File: src/rtl/pms_pkg.sv
package pms_pkg;

    localparam int NUM_MODES = 6;

    typedef enum logic [2:0] {
        M_OFF   = 3'd0,
        M_START = 3'd1,
        M_RUN   = 3'd2,
        M_IDLE  = 3'd3,
        M_PDN   = 3'd4,
        M_PROT  = 3'd5
    } mode_e;

    typedef enum logic [1:0] {
        B_LOW  = 2'b00,
        B_MID  = 2'b01,
        B_HIGH = 2'b10,
        B_RSVD = 2'b11
    } band_e;

endpackage

File: src/rtl/pms_sync.sv
module pms_sync #(
    parameter int WIDTH  = 1,
    parameter int STAGES = 2
) (
    input  logic             clk,
    input  logic             rst_n,
    input  logic [WIDTH-1:0] d,
    output logic [WIDTH-1:0] q
);
    logic [WIDTH-1:0] stage_q [STAGES];

    generate
        for (genvar i = 0; i < STAGES; i++) begin : g_stage
            always_ff @(posedge clk or negedge rst_n) begin
                if (!rst_n) begin
                    stage_q[i] <= '0;
                end else if (i == 0) begin
                    stage_q[i] <= d;
                end else begin
                    stage_q[i] <= stage_q[(i > 0) ? i - 1 : 0];
                end
            end
        end
    endgenerate

    assign q = stage_q[STAGES-1];
endmodule

File: src/rtl/pms_band_filter.sv
module pms_band_filter
    import pms_pkg::*;
#(
    parameter int SYNC_STAGES = 2,
    parameter int STABLE_CYC  = 4
) (
    input  logic        clk,
    input  logic        rst_n,
    input  logic [1:0]  band_raw,
    output band_e       band_q
);
    localparam int CW = (STABLE_CYC > 1) ? $clog2(STABLE_CYC) + 1 : 1;
    localparam logic [CW-1:0] CNT_TOP = CW'(STABLE_CYC - 1);

    logic [1:0]    sync_q;
    logic [1:0]    cand_q;
    logic [CW-1:0] cnt_q;

    pms_sync #(.WIDTH(2), .STAGES(SYNC_STAGES)) u_sync (
        .clk   (clk),
        .rst_n (rst_n),
        .d     (band_raw),
        .q     (sync_q)
    );

    always_ff @(posedge clk or negedge rst_n) begin
        if (!rst_n) begin
            cand_q <= B_LOW;
            cnt_q  <= '0;
            band_q <= B_LOW;
        end else if (cand_q != sync_q) begin
            cand_q <= sync_q;
            cnt_q  <= '0;
        end else if (cnt_q != CNT_TOP) begin
            cnt_q <= cnt_q + 1'b1;
        end else begin
            band_q <= band_e'(cand_q);
        end
    end

    AST_BAND_FROM_SYNC: assert property (@(posedge clk) disable iff (!rst_n)
        (band_q != $past(band_q)) |-> ($past(sync_q) == band_q))
        else $error("filtered band changed without a matching synchronized sample");
endmodule

File: src/rtl/pms_wake_qual.sv
module pms_wake_qual #(
    parameter int SYNC_STAGES = 2,
    parameter int QUAL_CYC    = 8
) (
    input  logic clk,
    input  logic rst_n,
    input  logic wake_raw,
    output logic wake_ok
);
    localparam int CW = (QUAL_CYC > 1) ? $clog2(QUAL_CYC) + 1 : 1;
    localparam logic [CW-1:0] CNT_TOP = CW'(QUAL_CYC - 1);

    logic          sync_q;
    logic [CW-1:0] run_q;

    pms_sync #(.WIDTH(1), .STAGES(SYNC_STAGES)) u_sync (
        .clk   (clk),
        .rst_n (rst_n),
        .d     (wake_raw),
        .q     (sync_q)
    );

    always_ff @(posedge clk or negedge rst_n) begin
        if (!rst_n) begin
            run_q <= '0;
        end else if (!sync_q) begin
            run_q <= '0;
        end else if (run_q != CNT_TOP) begin
            run_q <= run_q + 1'b1;
        end
    end

    assign wake_ok = sync_q && (run_q == CNT_TOP);

    AST_WAKE_HELD: assert property (@(posedge clk) disable iff (!rst_n)
        (wake_ok && (QUAL_CYC > 1)) |-> $past(sync_q))
        else $error("wake accepted without a preceding high sample");
endmodule

File: src/rtl/pms_mode_fsm.sv
module pms_mode_fsm
    import pms_pkg::*;
(
    input  logic                 clk,
    input  logic                 rst_n,
    input  logic                 vcc_above_start,
    input  logic                 vcc_below_release,
    input  logic                 vcc_switch_low,
    input  logic                 wake_ok,
    input  band_e                band,
    input  logic                 fault,
    output logic [NUM_MODES-1:0] mode_oh,
    output logic                 gate_en,
    output logic                 low_freq,
    output logic                 softstart,
    output logic                 dis_vcc,
    output logic                 dis_sst,
    output logic                 supply_switch
);
    mode_e state_q, state_d;
    logic  active;

    assign active = (state_q == M_START) || (state_q == M_RUN) ||
                    (state_q == M_IDLE)  || (state_q == M_PDN);

    always_comb begin
        state_d = state_q;
        if (active && fault) begin
            state_d = M_PROT;
        end else begin
            unique case (state_q)
                M_OFF:   if (vcc_above_start && wake_ok) state_d = M_START;
                M_START: if (band == B_HIGH) state_d = M_RUN;
                M_RUN: begin
                    if (band == B_MID)      state_d = M_IDLE;
                    else if (band == B_LOW) state_d = M_PDN;
                end
                M_IDLE: begin
                    if (band == B_HIGH)     state_d = M_RUN;
                    else if (band == B_LOW) state_d = M_PDN;
                end
                M_PDN:   if (band == B_MID) state_d = M_IDLE;
                M_PROT:  if (vcc_below_release) state_d = M_OFF;
                default: state_d = M_OFF;
            endcase
        end
    end

    always_ff @(posedge clk or negedge rst_n) begin
        if (!rst_n) state_q <= M_OFF;
        else        state_q <= state_d;
    end

    always_ff @(posedge clk or negedge rst_n) begin
        if (!rst_n) begin
            mode_oh       <= NUM_MODES'(1);
            gate_en       <= 1'b0;
            low_freq      <= 1'b0;
            softstart     <= 1'b0;
            dis_vcc       <= 1'b0;
            dis_sst       <= 1'b0;
            supply_switch <= 1'b0;
        end else begin
            mode_oh       <= NUM_MODES'(1) << state_d;
            gate_en       <= 1'b0;
            low_freq      <= 1'b0;
            softstart     <= 1'b0;
            dis_vcc       <= 1'b0;
            dis_sst       <= 1'b0;
            supply_switch <= 1'b0;
            unique case (state_d)
                M_OFF: ;
                M_START: begin
                    gate_en   <= 1'b1;
                    low_freq  <= 1'b1;
                    softstart <= 1'b1;
                end
                M_RUN:   gate_en <= 1'b1;
                M_IDLE: begin
                    gate_en       <= 1'b1;
                    low_freq      <= 1'b1;
                    supply_switch <= vcc_switch_low;
                end
                M_PDN: ;
                M_PROT: begin
                    dis_vcc <= 1'b1;
                    dis_sst <= 1'b1;
                end
                default: ;
            endcase
        end
    end

    AST_MODE_ONEHOT: assert property (@(posedge clk) disable iff (!rst_n)
        $countones(mode_oh) == 1)
        else $error("mode vector not one-hot");

    AST_OFF_EXIT: assert property (@(posedge clk) disable iff (!rst_n)
        (state_q == M_OFF) |=> (state_q == M_OFF || state_q == M_START))
        else $error("OFF left to a mode other than STARTUP");

    AST_FAULT_TO_PROT: assert property (@(posedge clk) disable iff (!rst_n)
        (fault && active) |=> (state_q == M_PROT))
        else $error("fault did not reach protection");

    AST_GATE_QUIET: assert property (@(posedge clk) disable iff (!rst_n)
        (mode_oh[M_OFF] || mode_oh[M_PDN] || mode_oh[M_PROT]) |-> !gate_en)
        else $error("gate enabled in an idle mode");

    AST_PROT_HOLD: assert property (@(posedge clk) disable iff (!rst_n)
        (state_q == M_PROT && !vcc_below_release) |=> (state_q == M_PROT))
        else $error("protection left without release");

    AST_PROT_EXIT: assert property (@(posedge clk) disable iff (!rst_n)
        (state_q == M_PROT) |=> (state_q == M_PROT || state_q == M_OFF))
        else $error("protection left to a mode other than OFF");

    AST_PDN_ENTRY: assert property (@(posedge clk) disable iff (!rst_n)
        (state_q == M_PDN && $past(state_q) != M_PDN) |->
        ($past(state_q) == M_RUN || $past(state_q) == M_IDLE))
        else $error("power-down entered from a mode before NORMAL");
endmodule

File: src/rtl/pwr_mode_seq.sv
module pwr_mode_seq
    import pms_pkg::*;
#(
    parameter int SYNC_STAGES     = 2,
    parameter int BAND_STABLE_CYC = 4,
    parameter int WAKE_QUAL_CYC   = 8
) (
    input  logic       clk,
    input  logic       rst_n,
    input  logic       vcc_above_start_i,
    input  logic       vcc_below_release_i,
    input  logic       vcc_switch_low_i,
    input  logic       wake_i,
    input  logic [1:0] fb_band_i,
    input  logic       fault_i,
    output logic [5:0] mode_o,
    output logic       gate_en_o,
    output logic       low_freq_o,
    output logic       softstart_o,
    output logic       dis_vcc_o,
    output logic       dis_sst_o,
    output logic       supply_switch_o
);
    band_e band_f;
    logic  wake_ok;

    pms_band_filter #(
        .SYNC_STAGES (SYNC_STAGES),
        .STABLE_CYC  (BAND_STABLE_CYC)
    ) u_band (
        .clk      (clk),
        .rst_n    (rst_n),
        .band_raw (fb_band_i),
        .band_q   (band_f)
    );

    pms_wake_qual #(
        .SYNC_STAGES (SYNC_STAGES),
        .QUAL_CYC    (WAKE_QUAL_CYC)
    ) u_wake (
        .clk      (clk),
        .rst_n    (rst_n),
        .wake_raw (wake_i),
        .wake_ok  (wake_ok)
    );

    pms_mode_fsm u_fsm (
        .clk               (clk),
        .rst_n             (rst_n),
        .vcc_above_start   (vcc_above_start_i),
        .vcc_below_release (vcc_below_release_i),
        .vcc_switch_low    (vcc_switch_low_i),
        .wake_ok           (wake_ok),
        .band              (band_f),
        .fault             (fault_i),
        .mode_oh           (mode_o),
        .gate_en           (gate_en_o),
        .low_freq          (low_freq_o),
        .softstart         (softstart_o),
        .dis_vcc           (dis_vcc_o),
        .dis_sst           (dis_sst_o),
        .supply_switch     (supply_switch_o)
    );

    AST_SWITCH_ONLY_IDLE: assert property (@(posedge clk) disable iff (!rst_n)
        supply_switch_o |-> mode_o[M_IDLE])
        else $error("switchover requested outside STANDBY");
endmodule

File: config.mk
export PLATFORM = sky130hd
export DESIGN_NAME = pwr_mode_seq
export DESIGN_NICKNAME = d
export VERILOG_FILES = /design/src/rtl/pms_pkg.sv /design/src/rtl/pms_sync.sv /design/src/rtl/pms_band_filter.sv /design/src/rtl/pms_wake_qual.sv /design/src/rtl/pms_mode_fsm.sv /design/src/rtl/pwr_mode_seq.sv
export SDC_FILE = /design/constraint.sdc
export NUM_CORES = 1
export LEC_CHECK = 0
export CAP_MARGIN = 10
export CORE_ASPECT_RATIO = 1.25
export CORE_MARGIN = 1
export CORE_UTILIZATION = 45
export CTS_CLUSTER_SIZE = 14
export DETAILED_ROUTE_END_ITERATION = 10
export PLACE_DENSITY = 0.7
export SLEW_MARGIN = 20
export SYNTH_ARGS = -nofsm -noshare
export SYNTH_HDL_FRONTEND = slang
export SYNTH_SLANG_ARGS = --single-unit
File: constraint.sdc
create_clock -name clk -period 2.6 [get_ports clk]
set_input_delay 0.26 -clock clk [delete_from_list [all_inputs] [get_ports clk]]
set_output_delay 0.26 -clock clk [all_outputs]
set_load 0.1 [all_outputs]
==> results.sh <==
export IMPL_fmax_mhz=556.6
export IMPL_n_fill_cell=235
export IMPL_vias_per_cell=5.178
export IMPL_cts_sinks=29
export IMPL_crit_slowest_cell="a2111oi_4"
export IMPL_drtAntennaViolNets=0
export IMPL_drtIter0Drc=12
export IMPL_start_util_pct=49.05
export IMPL_coreArea_um2=2502
export IMPL_holdBufCountCts=0
export IMPL_post_cts_resized=0
export IMPL_path_buf_inv=0
export IMPL_area_growth_pct=18.76
export IMPL_regArea_um2=726.9
export IMPL_clk_pin_slew_worst_paths_ps=90
export IMPL_wl_per_cell_um=13.08
export IMPL_path_cells="and4b_4 > a2111oi_4 > nor3b_2"
export IMPL_rrSetupSlack_ps=800
export IMPL_status="finished, final reports clean"
export IMPL_antenna_cells=0
export IMPL_critPathMaxStageDelay_ps=610
export IMPL_yosysSeqAreaShare_pct=59.23
export IMPL_ys_ff_latch=29
export IMPL_dr_wl_met3_um=97
export IMPL_drv_cap=0
export IMPL_required_ps=2860
export IMPL_syn_cell_area_um2=1227
export IMPL_cts_htree_levels=2
export IMPL_die_x_um=48.71
export IMPL_cp_top_family="compound AO/OA/AOI/OAI gates"
export IMPL_arrival_ps=2050
export IMPL_grt_max_degree=18
export IMPL_top_layer_used="met4"
export IMPL_power_density_nw_per_um2=1122
export IMPL_io_buffers=20
export IMPL_num_rows=20
export IMPL_syn_num_nets=114
export IMPL_fin_setup_tns_ps=0
export IMPL_yosys_warnings=0
export IMPL_fin_crit_sh_pct=69.11
export IMPL_worst_slack_ps=803.2
export IMPL_dr_pass1_iters=5
export IMPL_post_cts_repair_setup_buffers=0
export IMPL_setup_viol=0
export IMPL_clockBufferDepth=2
export IMPL_setup_worst_path_start="u_fsm.state_q[2]$_DFF_PN0_"
export IMPL_grt_pass1_vias=828
export IMPL_num_vias=813
export IMPL_cts_buffers=5
export IMPL_path_class="flip-flop to flip-flop"
export IMPL_drive_above_1_share_pct=22.58
export IMPL_tightest_slew_ps=617.7
export IMPL_slew_headroom_pct=58.82
export IMPL_globalRouteOverflowTotal=0
export IMPL_dp_hpwl_mm=1.529
export IMPL_min_period_ps=1797
export IMPL_drc=0
export IMPL_hold_path_class="input port to async pin"
export IMPL_syn_inst=102
export IMPL_design_portCount=21
export IMPL_clockRootBuffer="clkbuf_4"
export IMPL_grt_setup_unrepaired="false"
export IMPL_avgSynthCellArea_um2=12.03
export IMPL_antenna_found_initial=0
export IMPL_critical_path_startpoint_type="flip-flop"
export IMPL_synthDistinctLibCells=36
export IMPL_dp_slack_ps=575.8
export IMPL_ir_drop_mv=0.9290
export IMPL_wirelength_met1_um=804
export IMPL_critPathMaxFanout=13
export IMPL_wl_met2_mm=1.102
export IMPL_crit_path_end_kind="flip-flop"
export IMPL_fin_nets=135
export IMPL_p_leak_uw=0.0006720
export IMPL_track_usage_pct=17.32
export IMPL_cts_tree="yes"
export IMPL_multi_input_area_um2=449.2
export IMPL_wl_mm=2.054
export IMPL_clock_latency_ps=320
export IMPL_dieArea_um2=2942
export IMPL_drv_slew=0
export IMPL_finalHoldViolCount=0
export IMPL_die_y_um=60.39
export IMPL_finalClockSkew_ps=8.176
export IMPL_reg2reg_from="u_fsm.state_q[2]$_DFF_PN0_"
export IMPL_grt_pass1_wl_mm=3.525
export IMPL_gp_congestion=0.6871
-- worst reg2reg max path, delay by kind of cell, from the launching register on --
kind               cells  cell delay (ps)
AOI/OAI and AO/OA      1              610
DFF                    1              570
and+or+nand+nor        2              540
-- through the flow --
step	total power, uW	area (um^2)	cells	hold slack, ps	utilization, %
floorplan	1259	1227	102	-35.59	-
global placement	1372	1406	149	334.7	56.20
detailed placement	1396	1406	149	338.9	56.20
CTS	1653	1458	157	288.1	58.25
global route	1719	1458	157	318.7	58.25
finish	1635	1458	157	282.6	58.25
-- cell families (layout without fill, tap and decap cells) --
group | Yosys count | count (layout) | synth area share, %
xor+xnor | 4 | 4 | 2.855
flops | 29 | 29 | 59.23
compound gates | 16 | 16 | 9.379
buf+inv | 10 | 32 | 4.179
mux | 4 | 4 | 3.466
simple gates | 36 | 36 | 17.84
fa+ha+maj | 3 | 3 | 3.058
-- cells in the mapped netlist, drive strengths merged --
cell | count | area share (%)
ha | 3 | 3.1
and2 | 3 | 1.5
a21o | 1 | 0.61
dfrtp | 28 | 57
nor2 | 10 | 3.3
nor4b | 1 | 0.71
o21ai | 4 | 1.6
buf | 5 | 2.7
a2111oi | 1 | 2.2
xnor2 | 3 | 2.1
nor2b | 5 | 2.5
and3 | 1 | 0.51
a21oi | 5 | 2.0
xor2 | 1 | 0.71
clkbuf | 2 | 0.61
nor3 | 2 | 0.82
nand3b | 1 | 0.61
nor4 | 1 | 0.51
inv | 3 | 0.92
o22ai | 1 | 0.51
dfstp | 1 | 2.1
or3b | 1 | 0.71
a21boi | 1 | 0.61
o22a | 1 | 0.71
nand4bb | 1 | 0.92
nand2 | 3 | 0.92
nor3b | 4 | 2.9
and4b | 1 | 1.1
a31oi | 2 | 1.0
mux2 | 2 | 1.8
mux2i | 2 | 1.6
nand3 | 2 | 0.82
-- final cells by class --
cell class | instances | share of cell area, %
multi-input cells | 63 | 30.82
flip-flops and latches | 29 | 49.87
inverters | 3 | 0.7725
clock inverters | 2 | 0.6867
repair buffers | 21 | 12.19
well taps | 33 | 2.833
clock buffers | 6 | 2.833
-- per-layer routing --
layer  vias up  global-route usage [%]
met5         -                       0
met4         0                   12.18
met3         7                   6.516
met2        26                   32.34
met1       387                   15.69
li1        393                       -
-- final timing paths --
kind / cells past startpoint / to
worst min-delay path: 1 / u_fsm.state_q[0]$_DFF_PN0_
max in group asynchronous: 2 / u_band.cnt_q[0]$_DFFE_PN0N_
worst min register to register: 0 / u_band.u_sync.q[1]$_DFF_PN0_
worst max register to register: 3 / u_fsm.mode_oh[0]$_DFF_PN1_
min in group clk: 0 / u_band.u_sync.q[1]$_DFF_PN0_
worst max-delay path: 3 / u_fsm.mode_oh[0]$_DFF_PN1_
-- where the power goes --
part,switching (uW),total [uW],internal (uW)
Clock,147,250,103
Combinational,573,778,206
Sequential,77.9,607,529
-- state kept, by name (all words and copies together), names as in the netlist, 2 cells and up --
signal,flops
u_band.u_sync.q,2
u_fsm.mode_oh,4
u_band.cand_q,2
u_fsm.state_q,3
u_wake.run_q,4
u_band.u_sync.stage_q,2
u_band.cnt_q,3
u_band.band_q,2
-- cells in the final DEF, fill, tap and decap left out, drive strengths merged, types with 2 or more instances in the layout --
cell type	netlist	layout
a21oi	5	5
a31oi	2	2
and2	3	3
buf	5	13
clkbuf	2	6
clkdlybuf4s50	0	8
clkinv	0	2
dfrtp	28	28
ha	3	3
inv	3	3
mux2	2	2
mux2i	2	2
nand2	3	3
nand3	2	2
nor2	10	10
nor2b	5	5
nor3	2	2
nor3b	4	4
o21ai	4	4
xnor2	3	3
Note: power is estimated with default switching activity, not from simulation.
